--- src/rtl/can_mbx_pkg.sv ---
package can_mbx_pkg;
  localparam int CAN_ID_W = 29;

  localparam logic [3:0] MB_INACTIVE = 4'b0000;
  localparam logic [3:0] MB_FULL     = 4'b0010;
  localparam logic [3:0] MB_EMPTY    = 4'b0100;
  localparam logic [3:0] MB_OVERRUN  = 4'b0110;

  localparam logic [1:0] WORD_CS = 2'd0;
  localparam logic [1:0] WORD_ID = 2'd1;
  localparam logic [1:0] WORD_D0 = 2'd2;
  localparam logic [1:0] WORD_D1 = 2'd3;

  typedef enum logic [2:0] {
    MV_IDLE,
    MV_DATA0,
    MV_DATA1,
    MV_CTRL,
    MV_FLAG
  } mv_state_e;
endpackage

--- src/rtl/can_mbx_match.sv ---
module can_mbx_match
  import can_mbx_pkg::*;
#(
  parameter int NUM_MB = 16,
  parameter int MB_W   = 4
) (
  input  logic [NUM_MB*4-1:0]        code_flat,
  input  logic [NUM_MB*CAN_ID_W-1:0] id_flat,
  input  logic [CAN_ID_W-1:0]        rx_id,
  output logic                       hit,
  output logic [MB_W-1:0]            idx
);
  logic [NUM_MB-1:0] elig;

  for (genvar g = 0; g < NUM_MB; g++) begin : g_cmp
    logic [3:0] c;
    assign c = code_flat[g*4 +: 4];
    assign elig[g] = ((c == MB_EMPTY) || (c == MB_FULL)) &&
                     (id_flat[g*CAN_ID_W +: CAN_ID_W] == rx_id);
  end

  // Scan from the top so the lowest index is written last and wins.
  always_comb begin
    hit = 1'b0;
    idx = '0;
    for (int i = NUM_MB - 1; i >= 0; i--) begin
      if (elig[i]) begin
        hit = 1'b1;
        idx = MB_W'(i);
      end
    end
  end
endmodule

--- src/rtl/can_mbx_ram.sv ---
module can_mbx_ram #(
  parameter int DEPTH = 64,
  parameter int AW    = 6,
  parameter int DW    = 32
) (
  input  logic          clk,
  input  logic          we,
  input  logic [AW-1:0] waddr,
  input  logic [DW-1:0] wdata,
  input  logic          re,
  input  logic [AW-1:0] raddr,
  output logic [DW-1:0] rdata
);
  logic [DW-1:0] mem [DEPTH];

  always_ff @(posedge clk) begin
    if (we) mem[waddr] <= wdata;
  end

  always_ff @(posedge clk) begin
    if (re) rdata <= mem[raddr];
  end
endmodule

--- src/rtl/can_mbx_irq.sv ---
module can_mbx_irq #(
  parameter int NUM_MB = 16
) (
  input  logic              clk,
  input  logic              rst,
  input  logic [NUM_MB-1:0] set_vec,
  input  logic              wr_flag,
  input  logic              wr_mask,
  input  logic [NUM_MB-1:0] wdata,
  output logic [NUM_MB-1:0] iflag,
  output logic [NUM_MB-1:0] imask,
  output logic [NUM_MB-1:0] irq
);
  logic [NUM_MB-1:0] clr_vec;
  assign clr_vec = wr_flag ? wdata : '0;

  always_ff @(posedge clk) begin
    if (rst) begin
      iflag <= '0;
      imask <= '0;
      irq   <= '0;
    end else begin
      iflag <= (iflag & ~clr_vec) | set_vec;
      if (wr_mask) imask <= wdata;
      irq <= iflag & imask;
    end
  end
endmodule

--- src/rtl/can_rx_mailbox_unit.sv ---
module can_rx_mailbox_unit
  import can_mbx_pkg::*;
#(
  parameter int NUM_MB = 16,
  parameter int TS_W   = 16,
  localparam int MB_W  = $clog2(NUM_MB),
  localparam int AW    = MB_W + 3
) (
  input  logic                clk,
  input  logic                rst,
  input  logic                rx_idb2_stb,
  input  logic                rx_frame_vld,
  input  logic [28:0]         rx_id,
  input  logic                rx_srr,
  input  logic                rx_ide,
  input  logic                rx_rtr,
  input  logic [3:0]          rx_dlc,
  input  logic [63:0]         rx_data,
  input  logic                cpu_wr,
  input  logic                cpu_rd,
  input  logic [AW-1:0]       cpu_addr,
  input  logic [31:0]         cpu_wdata,
  output logic [31:0]         cpu_rdata,
  output logic [NUM_MB-1:0]   irq_o
);
  localparam int RAM_AW    = MB_W + 2;
  localparam int RAM_DEPTH = NUM_MB * 4;

  // ---------------- timer and stamp latch ----------------
  logic [TS_W-1:0] tmr_q, ts_lat_q;

  always_ff @(posedge clk) begin
    if (rst) begin
      tmr_q    <= '0;
      ts_lat_q <= '0;
    end else begin
      tmr_q <= tmr_q + 1'b1;
      if (rx_idb2_stb) ts_lat_q <= tmr_q;
    end
  end

  // ---------------- CPU decode ----------------
  logic            cpu_is_reg;
  logic [MB_W-1:0] cpu_mb;
  logic [1:0]      cpu_word;
  logic            cpu_mb_wr;

  assign cpu_is_reg = cpu_addr[AW-1];
  assign cpu_mb     = cpu_addr[MB_W+1:2];
  assign cpu_word   = cpu_addr[1:0];
  assign cpu_mb_wr  = cpu_wr && !cpu_is_reg;

  // ---------------- per-buffer code and identifier ----------------
  logic [3:0]          code_q [NUM_MB];
  logic [CAN_ID_W-1:0] id_q   [NUM_MB];
  logic [NUM_MB*4-1:0]        code_flat;
  logic [NUM_MB*CAN_ID_W-1:0] id_flat;

  for (genvar g = 0; g < NUM_MB; g++) begin : g_flat
    assign code_flat[g*4 +: 4]               = code_q[g];
    assign id_flat[g*CAN_ID_W +: CAN_ID_W]   = id_q[g];
  end

  logic            m_hit;
  logic [MB_W-1:0] m_idx;

  can_mbx_match #(.NUM_MB(NUM_MB), .MB_W(MB_W)) match_i (
    .code_flat (code_flat),
    .id_flat   (id_flat),
    .rx_id     (rx_id),
    .hit       (m_hit),
    .idx       (m_idx)
  );

  // ---------------- move-in sequencer ----------------
  mv_state_e           state_q;
  logic [MB_W-1:0]     mb_q;
  logic                busy_q;
  logic                f_ovr_q;
  logic [CAN_ID_W-1:0] f_id_q;
  logic [6:0]          f_ctrl_q;
  logic [63:0]         f_data_q;
  logic [TS_W-1:0]     f_ts_q;

  always_ff @(posedge clk) begin
    if (rst) begin
      state_q  <= MV_IDLE;
      mb_q     <= '0;
      busy_q   <= 1'b0;
      f_ovr_q  <= 1'b0;
      f_id_q   <= '0;
      f_ctrl_q <= '0;
      f_data_q <= '0;
      f_ts_q   <= '0;
    end else begin
      unique case (state_q)
        MV_IDLE: begin
          if (rx_frame_vld && m_hit) begin
            state_q  <= MV_DATA0;
            mb_q     <= m_idx;
            busy_q   <= 1'b1;
            f_ovr_q  <= (code_q[m_idx] == MB_FULL);
            f_id_q   <= rx_id;
            f_ctrl_q <= {rx_srr, rx_ide, rx_rtr, rx_dlc};
            f_data_q <= rx_data;
            f_ts_q   <= ts_lat_q;
          end
        end
        MV_DATA0: state_q <= MV_DATA1;
        MV_DATA1: state_q <= MV_CTRL;
        MV_CTRL: begin
          state_q <= MV_FLAG;
          busy_q  <= 1'b0;
        end
        MV_FLAG: state_q <= MV_IDLE;
        default: state_q <= MV_IDLE;
      endcase
    end
  end

  // Code/identifier registers: CPU writes first, sequencer last so it wins.
  always_ff @(posedge clk) begin
    if (rst) begin
      for (int i = 0; i < NUM_MB; i++) begin
        code_q[i] <= MB_INACTIVE;
        id_q[i]   <= '0;
      end
    end else begin
      if (cpu_mb_wr && cpu_word == WORD_CS) code_q[cpu_mb] <= cpu_wdata[11:8];
      if (cpu_mb_wr && cpu_word == WORD_ID) id_q[cpu_mb]   <= cpu_wdata[CAN_ID_W-1:0];
      if (state_q == MV_CTRL) begin
        code_q[mb_q] <= f_ovr_q ? MB_OVERRUN : MB_FULL;
        id_q[mb_q]   <= f_id_q;
      end
    end
  end

  // ---------------- buffer word RAM ----------------
  logic              ram_we;
  logic [RAM_AW-1:0] ram_wa;
  logic [31:0]       ram_wd;
  logic [31:0]       ram_rd;
  logic [15:0]       ts16;

  assign ts16 = 16'(f_ts_q);

  always_comb begin
    ram_we = 1'b0;
    ram_wa = {mb_q, WORD_CS};
    ram_wd = '0;
    unique case (state_q)
      MV_DATA0: begin
        ram_we = 1'b1;
        ram_wa = {mb_q, WORD_D0};
        ram_wd = f_data_q[31:0];
      end
      MV_DATA1: begin
        ram_we = 1'b1;
        ram_wa = {mb_q, WORD_D1};
        ram_wd = f_data_q[63:32];
      end
      MV_CTRL: begin
        ram_we = 1'b1;
        ram_wa = {mb_q, WORD_CS};
        ram_wd = {ts16, 9'd0, f_ctrl_q};
      end
      default: begin
        ram_we = cpu_mb_wr && (cpu_word != WORD_ID);
        ram_wa = cpu_addr[RAM_AW-1:0];
        ram_wd = cpu_wdata;
      end
    endcase
  end

  can_mbx_ram #(.DEPTH(RAM_DEPTH), .AW(RAM_AW), .DW(32)) ram_i (
    .clk   (clk),
    .we    (ram_we),
    .waddr (ram_wa),
    .wdata (ram_wd),
    .re    (cpu_rd && !cpu_is_reg),
    .raddr (cpu_addr[RAM_AW-1:0]),
    .rdata (ram_rd)
  );

  // ---------------- flags, mask, interrupts ----------------
  logic [NUM_MB-1:0] flag_set, iflag_w, imask_w;

  assign flag_set = (state_q == MV_FLAG) ? (NUM_MB'(1) << mb_q) : '0;

  can_mbx_irq #(.NUM_MB(NUM_MB)) irq_i (
    .clk     (clk),
    .rst     (rst),
    .set_vec (flag_set),
    .wr_flag (cpu_wr && cpu_is_reg && !cpu_addr[0]),
    .wr_mask (cpu_wr && cpu_is_reg &&  cpu_addr[0]),
    .wdata   (cpu_wdata[NUM_MB-1:0]),
    .iflag   (iflag_w),
    .imask   (imask_w),
    .irq     (irq_o)
  );

  // ---------------- CPU read return ----------------
  logic                rs_reg_q;
  logic [1:0]          rs_word_q;
  logic [3:0]          rs_code_q;
  logic                rs_busy_q;
  logic [CAN_ID_W-1:0] rs_id_q;
  logic [31:0]         rs_regval_q;

  always_ff @(posedge clk) begin
    if (rst) begin
      rs_reg_q    <= 1'b0;
      rs_word_q   <= '0;
      rs_code_q   <= '0;
      rs_busy_q   <= 1'b0;
      rs_id_q     <= '0;
      rs_regval_q <= '0;
    end else if (cpu_rd) begin
      rs_reg_q    <= cpu_is_reg;
      rs_word_q   <= cpu_word;
      rs_code_q   <= code_q[cpu_mb];
      rs_busy_q   <= busy_q && (mb_q == cpu_mb);
      rs_id_q     <= id_q[cpu_mb];
      rs_regval_q <= cpu_addr[0] ? 32'(imask_w) : 32'(iflag_w);
    end
  end

  always_comb begin
    if (rs_reg_q) begin
      cpu_rdata = rs_regval_q;
    end else begin
      unique case (rs_word_q)
        WORD_CS: cpu_rdata = {ram_rd[31:12], rs_code_q, rs_busy_q, ram_rd[6:0]};
        WORD_ID: cpu_rdata = {3'b000, rs_id_q};
        default: cpu_rdata = ram_rd;
      endcase
    end
  end
endmodule

--- config.mk ---
export PLATFORM = sky130hd
export DESIGN_NAME = can_rx_mailbox_unit
export DESIGN_NICKNAME = d
export VERILOG_FILES = /design/src/rtl/can_mbx_pkg.sv /design/src/rtl/can_mbx_match.sv /design/src/rtl/can_mbx_ram.sv /design/src/rtl/can_mbx_irq.sv /design/src/rtl/can_rx_mailbox_unit.sv
export SDC_FILE = /design/constraint.sdc
export NUM_CORES = 2
export LEC_CHECK = 0
export BUFFER_PORTS_ARGS = -buffer_cell sky130_fd_sc_hd__buf_2
export CAP_MARGIN = 20
export CORE_MARGIN = 3
export CORE_UTILIZATION = 29
export DETAILED_ROUTE_END_ITERATION = 8
export PLACE_DENSITY = 0.39
export SLEW_MARGIN = 40
export SYNTH_ARGS = -nofsm -noshare
export SYNTH_HDL_FRONTEND = slang
export SYNTH_SLANG_ARGS = --single-unit
--- constraint.sdc ---
create_clock -name clk -period 8.2 [get_ports clk]
set_input_delay 1.64 -clock clk [delete_from_list [all_inputs] [get_ports clk]]
set_output_delay 1.64 -clock clk [all_outputs]
set_load 0.03 [all_outputs]
==> reports/qor.yml <==
peakVddDrop_mv: 0.150
grt_pass1_wl_mm: 681
regArea_mm2: 0.0830
reg2reg_depth: 9
ys_top_cells_by_area: "edfxtp_1 (62%), mux4_2 (13%), dfxtp_1 (5.0%), a22o_1 (3.2%), xnor2_1 (1.9%)"
max_slew_margin_pct: 38.5
p_total_mw: 33.7
fp.dieW_um: 658
ctsResizeCount: 0
root_buffer: "clkbuf_16"
drc_errors: 0
gp_congestion: 0.919
synth_top_area_share_pct: 62.4
hold_buffers: 0
antenna_found_initial: 36
fin_area_mm2: 0.146
cts_buffers: 338
fillers: 40300
clk_pin_slew_ns: 0.06
crit_buf_inv: 3
dp_cells: 13300
min_period_ns: 5.22
rsz0062_at_grt: "no"
syn_area_per_cell_um2: 17.0
drt_iter0_drc: 7170
synth.largest_area_cell: "edfxtp_1"
synth_seq_cells: 2866
cp-start-kind: "register"
grt_pass1_vias: 74000
first_pass_iters: 5
clk_path_buf_depth: 4
wl_met3_mm: 21.7
worst_slew_pin_slew_ns: 0.919
clk_latency_ns: 0.94
slowest_delay_ns: 0.70
start_util_pct: 29.2
power_density_mw_per_mm2: 231
gr-total-overflow: 0
core_area_mm2: 0.422
routed-via-count: 72800
maxCapViolations: 0
setup_viol: 0
hold_path_depth: 2
io_buffer_count: 192
endpoint_kind: "register"
clock_sinks: 2866
path_max_fanout: 21
fmax_ghz: 0.192
grt_start_max_net_pins: 150
io-pin-count: 193
maxSlewViolCount: 0
synth_enable_flop_cells: 2560
final_hold_viol_count: 0
holdWs_ns: 0.450
ys_async_sr_fraction_pct: 0
hp-class: "register to register"
crit_slowest_cell: "nand3_1"
cp_num_cells: 9
syn_to_final_growth_pct: 18.6
synthFlopType: "edfxtp_1"
wl_per_cell_um: 36.6
avgViaCountPerCell: 5.22
dpl.hpwl_mm: 341
cp_top_family: "simple AND/OR/NAND/NOR gates"
drive_gt1_share_pct: 26.2
rows: 238
met2_length_mm: 252
track_usage_pct: 23.1
cts_tree: "built"
cp.arrival_ns: 5.78
finalCritPeriodShare_pct: 63.7
wl_met1_mm: 207
leakage_nw: 47.3
ys_warn_count: 0
drt-total-wl_mm: 510
skew_ns: 0.0536
fp.dieH_um: 658
worstSetupPathType: "register to register"
die-area_mm2: 0.432
fin_cells: 13900
worstPathCellList: "buf_4 -> nor2_1 -> nand2_1 -> o21ai_0 -> nor2_1 -> nand3_1 -> nor2_4 -> buf_4 -> buf_4"
postRouteAntennaNets: 0
multiInputGateArea_mm2: 0.0406
final_nets: 8156
synth_area_mm2: 0.123
netlist_instances: 7253
crit_required_ns: 8.76
h-tree-depth: 5
highest_layer: "met5"
status: "completed"
synth_cell_type_count: 84
postCtsSetupRepairBufs: 0
ys_seq_area_share_pct: 67.4
cpMostUsedCell: "buf_4"
finalSetupTns_ns: 0
place_area_mm2: 0.135
## registers in the layout (all words and copies together) (netlist names), 29 cells and up
signal	count
code_q	64
f_data_q	64
f_id_q	29
id_q	464
ram_i.mem	2048
ram_i.rdata	32
rs_id_q	29
## metrics by stage
step / utilization, % / worst slack, ns
detailed placement: 32.0 / 2.08
finish: 34.6 / 2.98
global route: 34.6 / 2.89
floorplan: - / 1.92
CTS: 34.6 / 2.93
global placement: 31.8 / 1.40
## area by class of cell
cell class | instances | area share (%)
Tap cell | 5640 | 4.83
Inverter | 18 | 0.0463
Sequential cell | 2866 | 56.9
Multi-Input combinational cell | 4266 | 27.8
Clock buffer | 451 | 6.35
Clock inverter | 161 | 1.02
Antenna cell | 10 | 0.0171
Timing Repair Buffer | 520 | 3.12
## synth_stat cells (all sizes together), types with 52 or more instances
library cell / instances
a21oi: 220
a22oi: 139
xor2: 222
o21ai: 139
nor3b: 52
buf: 265
a22o: 444
nor2: 323
nor4: 84
edfxtp: 2560
nor3: 70
mux4: 730
nand4: 118
xnor2: 275
dfxtp: 306
nand2: 495
clkbuf: 349
mux2i: 146
## tightest hold or removal path, cell delays in order, from the launching register on
cell	delay (ns)
dfxtp_1	0.31
nand2_1	0.05
a21oi_1	0.05
## cell usage in the layout, fill, tap and decap left out, types with 100 or more instances in the layout
cell       instances
a21oi_1          108
a21oi_2          100
a22o_1           444
a22oi_1          139
buf_2            176
buf_4            252
clkbuf_16        351
conb_1           512
dfxtp_1          282
edfxtp_1        2560
mux2i_1          145
mux4_2           730
nand2_1          394
nand2_2          101
nand4_1          118
nor2_1           252
xnor2_1          260
xor2_1           219
## cells by family after synthesis
family                     count (synthesis)  synth area share (%)
xor gates and xnor gates                 497                  3.59
buffers and inverters                    632                  2.50
adders and majority gates                  1                0.0102
DFF                                     2866                  67.4
other                                      1               0.00305
muxes                                    885                  14.6
and+or+nand+nor                         1322                  5.34
AOI/OAI and AO/OA                       1049                  6.53
## final timing paths
| check | from | endpoint | slack [ns] |
|---|---|---|---|
| worst max-delay path | state_q[2]$_SDFFE_PP0P_ | ram_i.mem[58][26]$_DFFE_PP_ | 2.98 |
| worst min-delay path | ts_lat_q[0]$_SDFFE_PP0P_ | f_ts_q[0]$_SDFFE_PP0P_ | 0.45 |
| worst max register to register | state_q[2]$_SDFFE_PP0P_ | ram_i.mem[58][26]$_DFFE_PP_ | 2.98 |
| worst min register to register | ts_lat_q[0]$_SDFFE_PP0P_ | f_ts_q[0]$_SDFFE_PP0P_ | 0.45 |
## metal layers
layer	GRT usage (%)	up-vias
met3	2.54	735
li1	-	30100
met1	29.2	39600
met4	11.3	8
met2	39.6	2324
met5	0	-
## report_power, final
part	leakage (nW)	switching [mW]	internal [mW]
clock network	5.25	6.21	8.63
registers	26.2	0.243	16.3
logic	15.9	1.61	0.789
(Power assumes the default switching activity.)
